==> config.mk <==
export PLATFORM = sky130hd
export DESIGN_NAME = wide_store_seq
export DESIGN_NICKNAME = d
export VERILOG_FILES = /design/src/rtl/wide_store_pkg.sv /design/src/rtl/store_class_decode.sv /design/src/rtl/store_beat_ctrl.sv /design/src/rtl/store_beat_path.sv /design/src/rtl/wide_store_seq.sv
export SDC_FILE = /design/constraint.sdc
export NUM_CORES = 1
export LEC_CHECK = 0
export BUFFER_PORTS_ARGS = -buffer_cell sky130_fd_sc_hd__buf_2
export CORE_AREA = 3 3 92 102
export CTS_BUF_LIST = sky130_fd_sc_hd__clkbuf_16
export DETAILED_ROUTE_END_ITERATION = 12
export DIE_AREA = 0 0 95 105
export HOLD_SLACK_MARGIN = 0.15
export PLACE_DENSITY = 0.79
export SETUP_SLACK_MARGIN = 0.02
export SLEW_MARGIN = 15
export SYNTH_ARGS = -nofsm -noshare
export SYNTH_HDL_FRONTEND = slang
export SYNTH_HIERARCHICAL = 1
export SYNTH_SLANG_ARGS = --single-unit
==> constraint.sdc <==
create_clock -name clk -period 2.85 [get_ports clk]
set_input_delay 0.7125 -clock clk [delete_from_list [all_inputs] [get_ports clk]]
set_output_delay 0.7125 -clock clk [all_outputs]
set_load 0.01 [all_outputs]
==> src/rtl/wide_store_pkg.sv <==
package wide_store_pkg;

  // Primary opcodes of the stores handled here
  localparam logic [5:0] OPC_STORE_HALF  = 6'h29;
  localparam logic [5:0] OPC_STORE_WORD  = 6'h2B;
  localparam logic [5:0] OPC_STORE_QUAD  = 6'h1F;
  localparam logic [5:0] OPC_STORE_DOUBL = 6'h3F;

  // Widest store issues this many beats; counter sized from it
  localparam int MAX_BEATS = 4;
  localparam int BEAT_W    = $clog2(MAX_BEATS);

  typedef enum logic [1:0] {
    SK_HALF  = 2'd0,
    SK_WORD  = 2'd1,
    SK_DOUBL = 2'd2,
    SK_QUAD  = 2'd3
  } store_kind_e;

  // Index of the last beat for a given store size
  function automatic logic [BEAT_W-1:0] last_beat_of(store_kind_e k);
    case (k)
      SK_QUAD:  last_beat_of = BEAT_W'(3);
      SK_DOUBL: last_beat_of = BEAT_W'(1);
      default:  last_beat_of = '0;
    endcase
  endfunction

  // Low address bits that must be zero for a given store size
  function automatic logic [3:0] align_mask_of(store_kind_e k);
    case (k)
      SK_QUAD:  align_mask_of = 4'b1111;
      SK_DOUBL: align_mask_of = 4'b0111;
      SK_WORD:  align_mask_of = 4'b0011;
      default:  align_mask_of = 4'b0001;
    endcase
  endfunction

endpackage

==> src/rtl/store_class_decode.sv <==
module store_class_decode
  import wide_store_pkg::*;
#(
  parameter int AW = 32
) (
  input  logic [5:0]        op,
  input  logic [AW-1:0]     ea,
  output logic              known,
  output logic              misalign,
  output logic [BEAT_W-1:0] last_beat,
  output logic [AW-1:0]     base
);

  store_kind_e kind;

  always_comb begin
    known = 1'b1;
    kind  = SK_WORD;
    case (op)
      OPC_STORE_HALF:  kind = SK_HALF;
      OPC_STORE_WORD:  kind = SK_WORD;
      OPC_STORE_DOUBL: kind = SK_DOUBL;
      OPC_STORE_QUAD:  kind = SK_QUAD;
      default:         known = 1'b0;
    endcase
  end

  always_comb begin
    misalign  = known && ((ea[3:0] & align_mask_of(kind)) != 4'b0000);
    last_beat = last_beat_of(kind);
    // beats always land on word boundaries
    base      = {ea[AW-1:2], 2'b00};
  end

endmodule

==> src/rtl/store_beat_ctrl.sv <==
module store_beat_ctrl
  import wide_store_pkg::*;
(
  input  logic              clk,
  input  logic              rst_n,
  input  logic              start,
  input  logic [BEAT_W-1:0] last_in,
  input  logic              wr_ready,
  output logic              active,
  output logic [BEAT_W-1:0] beat,
  output logic              retire
);

  logic              act_q, act_d;
  logic [BEAT_W-1:0] beat_q, beat_d;
  logic [BEAT_W-1:0] last_q, last_d;
  logic              upd_en;

  // next-state process
  always_comb begin
    act_d  = act_q;
    beat_d = beat_q;
    last_d = last_q;
    if (!act_q) begin
      if (start) begin
        act_d  = 1'b1;
        beat_d = '0;
        last_d = last_in;
      end
    end else if (wr_ready) begin
      if (beat_q == last_q) begin
        act_d = 1'b0;
      end else begin
        beat_d = beat_q + BEAT_W'(1);
      end
    end
  end

  assign upd_en = (!act_q && start) || (act_q && wr_ready);

  // register process with clock enable
  always_ff @(posedge clk or negedge rst_n) begin
    if (!rst_n) begin
      act_q  <= 1'b0;
      beat_q <= '0;
      last_q <= '0;
    end else if (upd_en) begin
      act_q  <= act_d;
      beat_q <= beat_d;
      last_q <= last_d;
    end
  end

  assign active = act_q;
  assign beat   = beat_q;
  assign retire = act_q && wr_ready && (beat_q == last_q);


  stall_hold_chk: assert property (@(posedge clk) disable iff (!rst_n)
    (act_q && !wr_ready) |=> (act_q && beat_q == $past(beat_q)));


  retire_idle_chk: assert property (@(posedge clk) disable iff (!rst_n)
    retire |=> !act_q);


  beat_range_chk: assert property (@(posedge clk) disable iff (!rst_n)
    act_q |-> (beat_q <= last_q));

endmodule

==> src/rtl/store_beat_path.sv <==
module store_beat_path
  import wide_store_pkg::*;
#(
  parameter int AW = 32,
  parameter int DW = 32
) (
  input  logic              clk,
  input  logic              rst_n,
  input  logic              load,
  input  logic [AW-1:0]     base_in,
  input  logic [DW-1:0]     rt_in,
  input  logic [BEAT_W-1:0] beat,
  output logic [AW-1:0]     addr,
  output logic [DW-1:0]     data
);

  localparam int PAD_W = AW - BEAT_W - 2;

  logic [AW-1:0] base_q;
  logic [DW-1:0] rt_q;

  always_ff @(posedge clk or negedge rst_n) begin
    if (!rst_n) begin
      base_q <= '0;
      rt_q   <= '0;
    end else if (load) begin
      base_q <= base_in;
      rt_q   <= rt_in;
    end
  end

  always_comb begin
    addr = base_q + {{PAD_W{1'b0}}, beat, 2'b00};
    // upper lanes carry zero: a register holds only DW bits
    data = (beat == '0) ? rt_q : '0;
  end

endmodule

==> src/rtl/wide_store_seq.sv <==
module wide_store_seq
  import wide_store_pkg::*;
#(
  parameter int AW = 32,
  parameter int DW = 32
) (
  input  logic          clk,
  input  logic          rst_n,
  input  logic          req_valid,
  input  logic [5:0]    req_op,
  input  logic [AW-1:0] req_ea,
  input  logic [DW-1:0] req_rt,
  output logic          busy,
  output logic          mem_wr_valid,
  output logic [AW-1:0] mem_wr_addr,
  output logic [DW-1:0] mem_wr_data,
  input  logic          mem_wr_ready,
  output logic          retire,
  output logic          fault,
  output logic [AW-1:0] fault_addr
);

  logic              dec_known, dec_misalign;
  logic [BEAT_W-1:0] dec_last, cur_beat;
  logic [AW-1:0]     dec_base;
  logic              active, take, launch;

  store_class_decode #(.AW(AW)) u_dec (
    .op        (req_op),
    .ea        (req_ea),
    .known     (dec_known),
    .misalign  (dec_misalign),
    .last_beat (dec_last),
    .base      (dec_base)
  );

  assign take   = req_valid && !active && dec_known;
  assign launch = take && !dec_misalign;

  store_beat_ctrl u_ctrl (
    .clk      (clk),
    .rst_n    (rst_n),
    .start    (launch),
    .last_in  (dec_last),
    .wr_ready (mem_wr_ready),
    .active   (active),
    .beat     (cur_beat),
    .retire   (retire)
  );

  store_beat_path #(.AW(AW), .DW(DW)) u_path (
    .clk     (clk),
    .rst_n   (rst_n),
    .load    (launch),
    .base_in (dec_base),
    .rt_in   (req_rt),
    .beat    (cur_beat),
    .addr    (mem_wr_addr),
    .data    (mem_wr_data)
  );

  assign busy         = active;
  assign mem_wr_valid = active;
  assign fault        = take && dec_misalign;
  assign fault_addr   = req_ea;


  fault_no_beat_chk: assert property (@(posedge clk) disable iff (!rst_n)
    fault |=> !mem_wr_valid);


  first_beat_addr_chk: assert property (@(posedge clk) disable iff (!rst_n)
    $rose(mem_wr_valid) |-> (mem_wr_addr == $past(dec_base)
                             && mem_wr_data == $past(req_rt)));


  later_beat_zero_chk: assert property (@(posedge clk) disable iff (!rst_n)
    (mem_wr_valid && $past(mem_wr_valid && mem_wr_ready)) |-> (mem_wr_data == '0));


  busy_no_fault_chk: assert property (@(posedge clk) disable iff (!rst_n)
    busy |-> !fault);

endmodule

# Word-level counts from Yosys, hierarchy flattened
# Index checks and enable logic that the tools add are counted.
word_totals:
  reg_bits: 67
  latch_bits: 0
  mem_bits_rw: 0
  romBits: 0
  input_bits: 74
  out_inout_bits: 100
  word_cells: 49
  n_memories: 0
classes:
  add_sub_neg: 2
  multipliers: 0
  n_div: 0
  order_cmp: 0
  n_eq_ne: 10
  shift: 0
  n_mux: 13
  n_bitwise: 2
  n_reduce_logical: 17
ops:
  columns: ["operator", "n"]
  rows:
  - ["$add 32x4->32", 1]
  - ["$mux 32", 1]
  - ["$eq 6x6->1 const B", 3]
  - ["$pmux 4 s3", 1]
  - ["$logic_and 1x1->1", 8]
  - ["$mux 2", 4]
  - ["$eq 6x5->1 const B", 1]
  - ["$pmux 2 s3", 1]
  - ["$mux 1", 5]
  - ["$and 4x4->4", 1]
  - ["$eq 2x2->1 const B", 2]
  - ["$ne 2x2->1 const B", 2]
  - ["$pmux 2 s2", 1]
  - ["$reduce_and 4->1", 1]
  - ["$reduce_bool 4->1", 1]
  - ["$reduce_or 4->1", 1]
  - ["$reduce_and 3->1", 1]
  - ["$add 2x1->2 const B", 1]
  - ["$eq 2x1->1 const B", 1]
  - ["$eq 2x2->1", 1]
  - ["$logic_not 1->1", 2]
  - ["$logic_not 2->1", 1]
  - ["$reduce_bool 2->1", 1]
  - ["$logic_or 1x1->1", 1]
  - ["$not 1->1", 1]

# Longest topological paths before layout
depth:
  ltp_word: 12
  ltp_mapped: 8
  depth_no_buf: 7

# By module
# Netlist, hierarchy kept.
by_module_without_submodules:
  columns: ["mod", "n_inst", "cells_per_inst", "area_each_um2", "seq_area_each_um2"]
  rows:
  - ["store_beat_path", 1, 251, 3158.0, 1601.5]
  - ["store_class_decode", 1, 46, 321.6, 0.0]
  - ["wide_store_seq", 1, 35, 271.5, 0.0]
  - ["store_beat_ctrl", 1, 25, 251.5, 125.1]

# Worst setup path after synthesis
# OpenSTA, ideal clock, no wires.
synth_timing:
  path_kind: "input to register"
  start: "in req_op[5]"
  end: "reg u_path.rt_q[10]"
  setup_time_ps: 125
  arrival_time_ps: 2513
  t_required_ps: 2725
  slack_ps: 213
  path_stages: 7
  n_path_buf: 2
  path_cell_list: "or3b_1 -> a21oi_2 -> a221o_2 -> and4bb_2 -> clkbuf_1 -> buf_2 -> mux2_2"
synth_via:
  elab_cells_between_ends: 17
  cone_classes: "7 x eq/ne; 3 x mux; 1 x bitwise; 6 x reduce/logical"
synth_lines:
  columns: ["element", "line", "source"]
  rows:
  - ["from (decl)", "wide_store_seq.sv:10", "input logic [5:0] req_op,"]
  - ["$eq 6x6->1 or $eq 6x5->1 (tied branches)", "store_class_decode.sv:19", "case (op)"]
  - ["$reduce_or 4->1 (no source line) *", null, null]
  - ["$mux 1 *", "store_class_decode.sv:19", null]
  - ["named net dec_known", "wide_store_seq.sv:23", "logic dec_known, dec_misalign;"]
  - ["$logic_and 1x1->1 *", "store_class_decode.sv:29", "misalign = known && ((ea[3:0] & align_mask_of(kind)) != 4'b0000);"]
  - ["named net dec_misalign", "wide_store_seq.sv:23", null]
  - ["$logic_not 1->1 *", "wide_store_seq.sv:38", "assign launch = take && !dec_misalign;"]
  - ["$logic_and 1x1->1 *", "wide_store_seq.sv:38", null]
  - ["named net launch", "wide_store_seq.sv:26", "logic active, take, launch;"]
  - ["to (signal assigned)", "store_beat_path.sv:28", "rt_q <= rt_in;"]
  - ["to (decl)", "store_beat_path.sv:20", "logic [DW-1:0] rt_q;"]
# The timed path passes the listed nets; every way through them passes the cells marked *.
# A chain may end at the register's enable or synchronous reset.

# Final worst setup path
layout_timing:
  start: "reg u_path.base_q[2]"
  end: "out mem_wr_addr[22]"
layout_via:
  elab_chain_cells: 1
layout_rtl:
  columns: ["element", "line", "source"]
  rows:
  - ["from (decl)", "store_beat_path.sv:19", "logic [AW-1:0] base_q;"]
  - ["from (signal assigned)", "store_beat_path.sv:27", "base_q <= base_in;"]
  - ["$add 32x4->32", "store_beat_path.sv:33", "addr = base_q + {{PAD_W{1'b0}}, beat, 2'b00};"]
  - ["to (decl)", "wide_store_seq.sv:15", "output logic [AW-1:0] mem_wr_addr,"]
# Every way passes these cells.

==> flow_summary.json <==
{
  "p_sw_share_pct": 33.57,
  "reg2reg_to": "u_path/rt_q[14]$_DFFE_PN0P_",
  "wl_per_cell_um": 15.12,
  "critPathSlowestCell": "dfrtp_1",
  "drt-total-wl_um": 9073,
  "ioPinCount": 174,
  "p_total_mw": 4.571,
  "p_sw_mw": 1.534,
  "finalMaxSlewViolations": 0,
  "p_int_mw": 3.037,
  "ys.flop_type": "dfrtp_1",
  "postSynthAreaPerCell_um2": 11.21,
  "synth_common_cells": "dfrtp_1 (69), buf_4 (67), mux2_2 (65)",
  "clk_latency_ns": 0.32,
  "drt_first_pass_iters": 4,
  "die_area_mm2": 0.009975,
  "seqCellArea_mm2": 0.001727,
  "portBuffers": 173,
  "fin_cells": 600,
  "clk_path_buf_depth": 2,
  "p_comb_share_pct": 38.3,
  "synth_area_mm2": 0.004003,
  "antenna_found_initial": 0,
  "p_clk_share_pct": 25.0,
  "drive_above_1_share_pct": 59.30,
  "grt_max_degree": 70,
  "routabilityCongestion": 0.7988,
  "cts_sinks": 69,
  "grt-ovfl-total": 0,
  "yosysSeqAreaShare_pct": 43.14,
  "root_buffer": "clkbuf_16",
  "reg2reg_from": "u_ctrl/active$_DFFE_PN0P_",
  "grt_pass1_wl_um": 13760,
  "multi_input_area_mm2": 0.001809,
  "start_util_pct": 47.36,
  "r2r_cells": 3,
  "final_util_pct": 59.94,
  "post-dp-hpwl_um": 6634,
  "setup_viol": 3,
  "async_flop_share_pct": 100.0,
  "cts_buffers": 9,
  "syn_to_final_growth_pct": 26.57,
  "clk_pin_slew_ns": 0.06,
  "finalCritPeriodShare_pct": 102.7,
  "synth_cells": 357,
  "hold_viol": 0,
  "ys_top_cells_by_area": "dfrtp_1 (43%), mux2_2 (18%), buf_4 (13%), and2_1 (5.2%), xnor2_1 (4.8%)",
  "cts_tree": "yes",
  "hold_class": "primary input to asynchronous set/reset pin",
  "timing.critical_path.mode_cell": "buf_4",
  "rsz0062_at_grt": "yes",
  "drtIter0Drc": 104,
  "ys_ff_latch": 69,
  "fp.dieW_um": 95,
  "nets": 561,
  "p_per_area_mw_per_mm2": 902.2,
  "dp_slack_ns": 0.03861,
  "max_cap_violations": 0,
  "p_leak_nw": 2.559,
  "worstPathArrival_ns": 2.21,
  "violations": "setup timing",
  "die_y_um": 105,
  "rows": 35,
  "layout_setup_ws_ns": -0.07617,
  "worstSetupEndpointType": "primary output",
  "peakVddDrop_v": 0.0004288,
  "fillers": 708,
  "skew_ns": 0.007066,
  "synth.most_common_cell": "dfrtp_1",
  "status": "complete, but fails checks",
  "cp_num_buf_inv": 3,
  "htree_levels": 3,
  "core_mm2": 0.008452,
  "synth.largest_area_cell": "dfrtp_1",
  "critPathMaxFanout": 3,
  "critical-path-top-delay-family": "buffers and inverters",
  "worst_setup_path_start_kind": "register",
  "num_vias": 2980,
  "synth-edff-count": 0,
  "critPathKind": "register to primary output",
  "yosys.area.top_type_share_pct": 43.14,
  "hold-worst-slack_ns": 0.4012,
  "grt_usage_pct": 17.42,
  "grt_pass1_vias": 2941,
  "crit_chain": "ha_4 > fa_2 > nand4_1 > buf_4 > nor4_4 > buf_4 > nand3_2 > xnor2_2 > buf_2",
  "timing.fmax_mhz": 341.7,
  "rrSetupSlack_ns": 1.20,
  "period_needed_ns": 2.926,
  "dpl.cell_count": 573,
  "drtAntennaViolNets": 0,
  "drc_errors": 0,
  "n_antenna_cell": 0,
  "cp_slowest_stage_delay_ns": 0.40,
  "seqPwrFrac_pct": 36.7,
  "yosys_warnings": 6,
  "worstPathRequired_ns": 2.14,
  "ys_types": 36,
  "via_per_inst": 4.967
}
## logic make-up after synthesis
group           Yosys count  synth area share, %
other cells               1              0.09369
fa+ha+maj                 3                1.125
xor+xnor                 30                6.565
flops                    69                43.14
buf+inv                  80                13.97
mux                      65                18.29
compound gates           12                2.094
simple gates             97                14.72
## through the flow
stage / setup TNS (ns) / area, um2
2_1_floorplan: 0 / 4006
3_3_place_gp: 0 / 4568
3_5_place_dp: 0 / 4568
4_1_cts: -0.1068 / 4923
5_1_grt: -1.045 / 5066
6_report: -0.1265 / 5066
## state kept, by name, indices dropped and copies added, names as in the netlist
| register | count |
|---|---|
| u_ctrl/active | 1 |
| u_ctrl/beat | 2 |
| u_ctrl/last_q | 2 |
| u_path/base_q | 32 |
| u_path/rt_q | 32 |
## cells in the final DEF (no fill, tap or decap), drive strengths merged, types with 3 or more instances in the layout
master,synthesis,final
nand2,14,14
mux2,65,65
inv,2,3
nand3,13,13
o21ai,5,5
nor3,4,4
clkbuf,5,9
and4,4,4
buf,73,193
dfrtp,69,69
nand4,11,11
xnor2,22,22
xor2,8,8
clkinv,0,4
and2,33,33
nor2,8,8
## repair_timing
action,in CTS,in global routing
buffers inserted,2,9
hold buffers,0,0
pin swaps,3,8
endpoints found under the setup margin,10,15
gates resized for setup,7,14
## worst register-to-register path, stage by stage, from the launching register on
cell	delay, ns
dfrtp_1	0.45
and4bb_4	0.48
buf_12	0.24
mux2_2	0.37
## metal layers
metal / GRT usage (%) / part of all wire, %
met1: 20.43 / 38
met2: 30.23 / 55
met3: 2.664 / 4.4
met4: 8.866 / 2.9
met5: 0 / 0
## cell type report
class | count | area share, %
Multi-Input combinational cell | 209 | 35.71
Sequential cell | 69 | 34.08
Timing Repair Buffer | 193 | 21.26
Clock buffer | 9 | 4.446
Tap cell | 111 | 2.741
Clock inverter | 7 | 1.605
Inverter | 2 | 0.1482
## power groups by stage
| stage | combinational [mW] | clock, mW | sequential, mW |
|---|---|---|---|
| 2_1_floorplan | 1.12 | 0 | 1.61 |
| 3_3_place_gp | 1.69 | 0 | 1.65 |
| 3_5_place_dp | 1.72 | 0 | 1.68 |
| 4_1_cts | 1.74 | 1.17 | 1.67 |
| 5_1_grt | 1.92 | 1.22 | 1.74 |
| 6_report | 1.75 | 1.14 | 1.68 |
## worst max path at each step
stage / cells after the start / to / slack, ns / from
after global placement: 7 / mem_wr_addr[28] / 0.08 / u_ctrl/beat[0]$_DFFE_PN0P_
after floorplan: 7 / u_path/rt_q[10]$_DFFE_PN0P_ / 0.21 / req_op[5]
after CTS: 7 / mem_wr_addr[30] / -0.03 / u_ctrl/beat[0]$_DFFE_PN0P_
after global routing: 9 / mem_wr_addr[22] / -0.15 / u_path/base_q[2]$_DFFE_PN0P_
after detailed placement: 7 / mem_wr_addr[30] / 0.04 / u_path/base_q[2]$_DFFE_PN0P_
final: 9 / mem_wr_addr[22] / -0.08 / u_path/base_q[2]$_DFFE_PN0P_
Note: power is estimated with default switching activity, not from simulation.
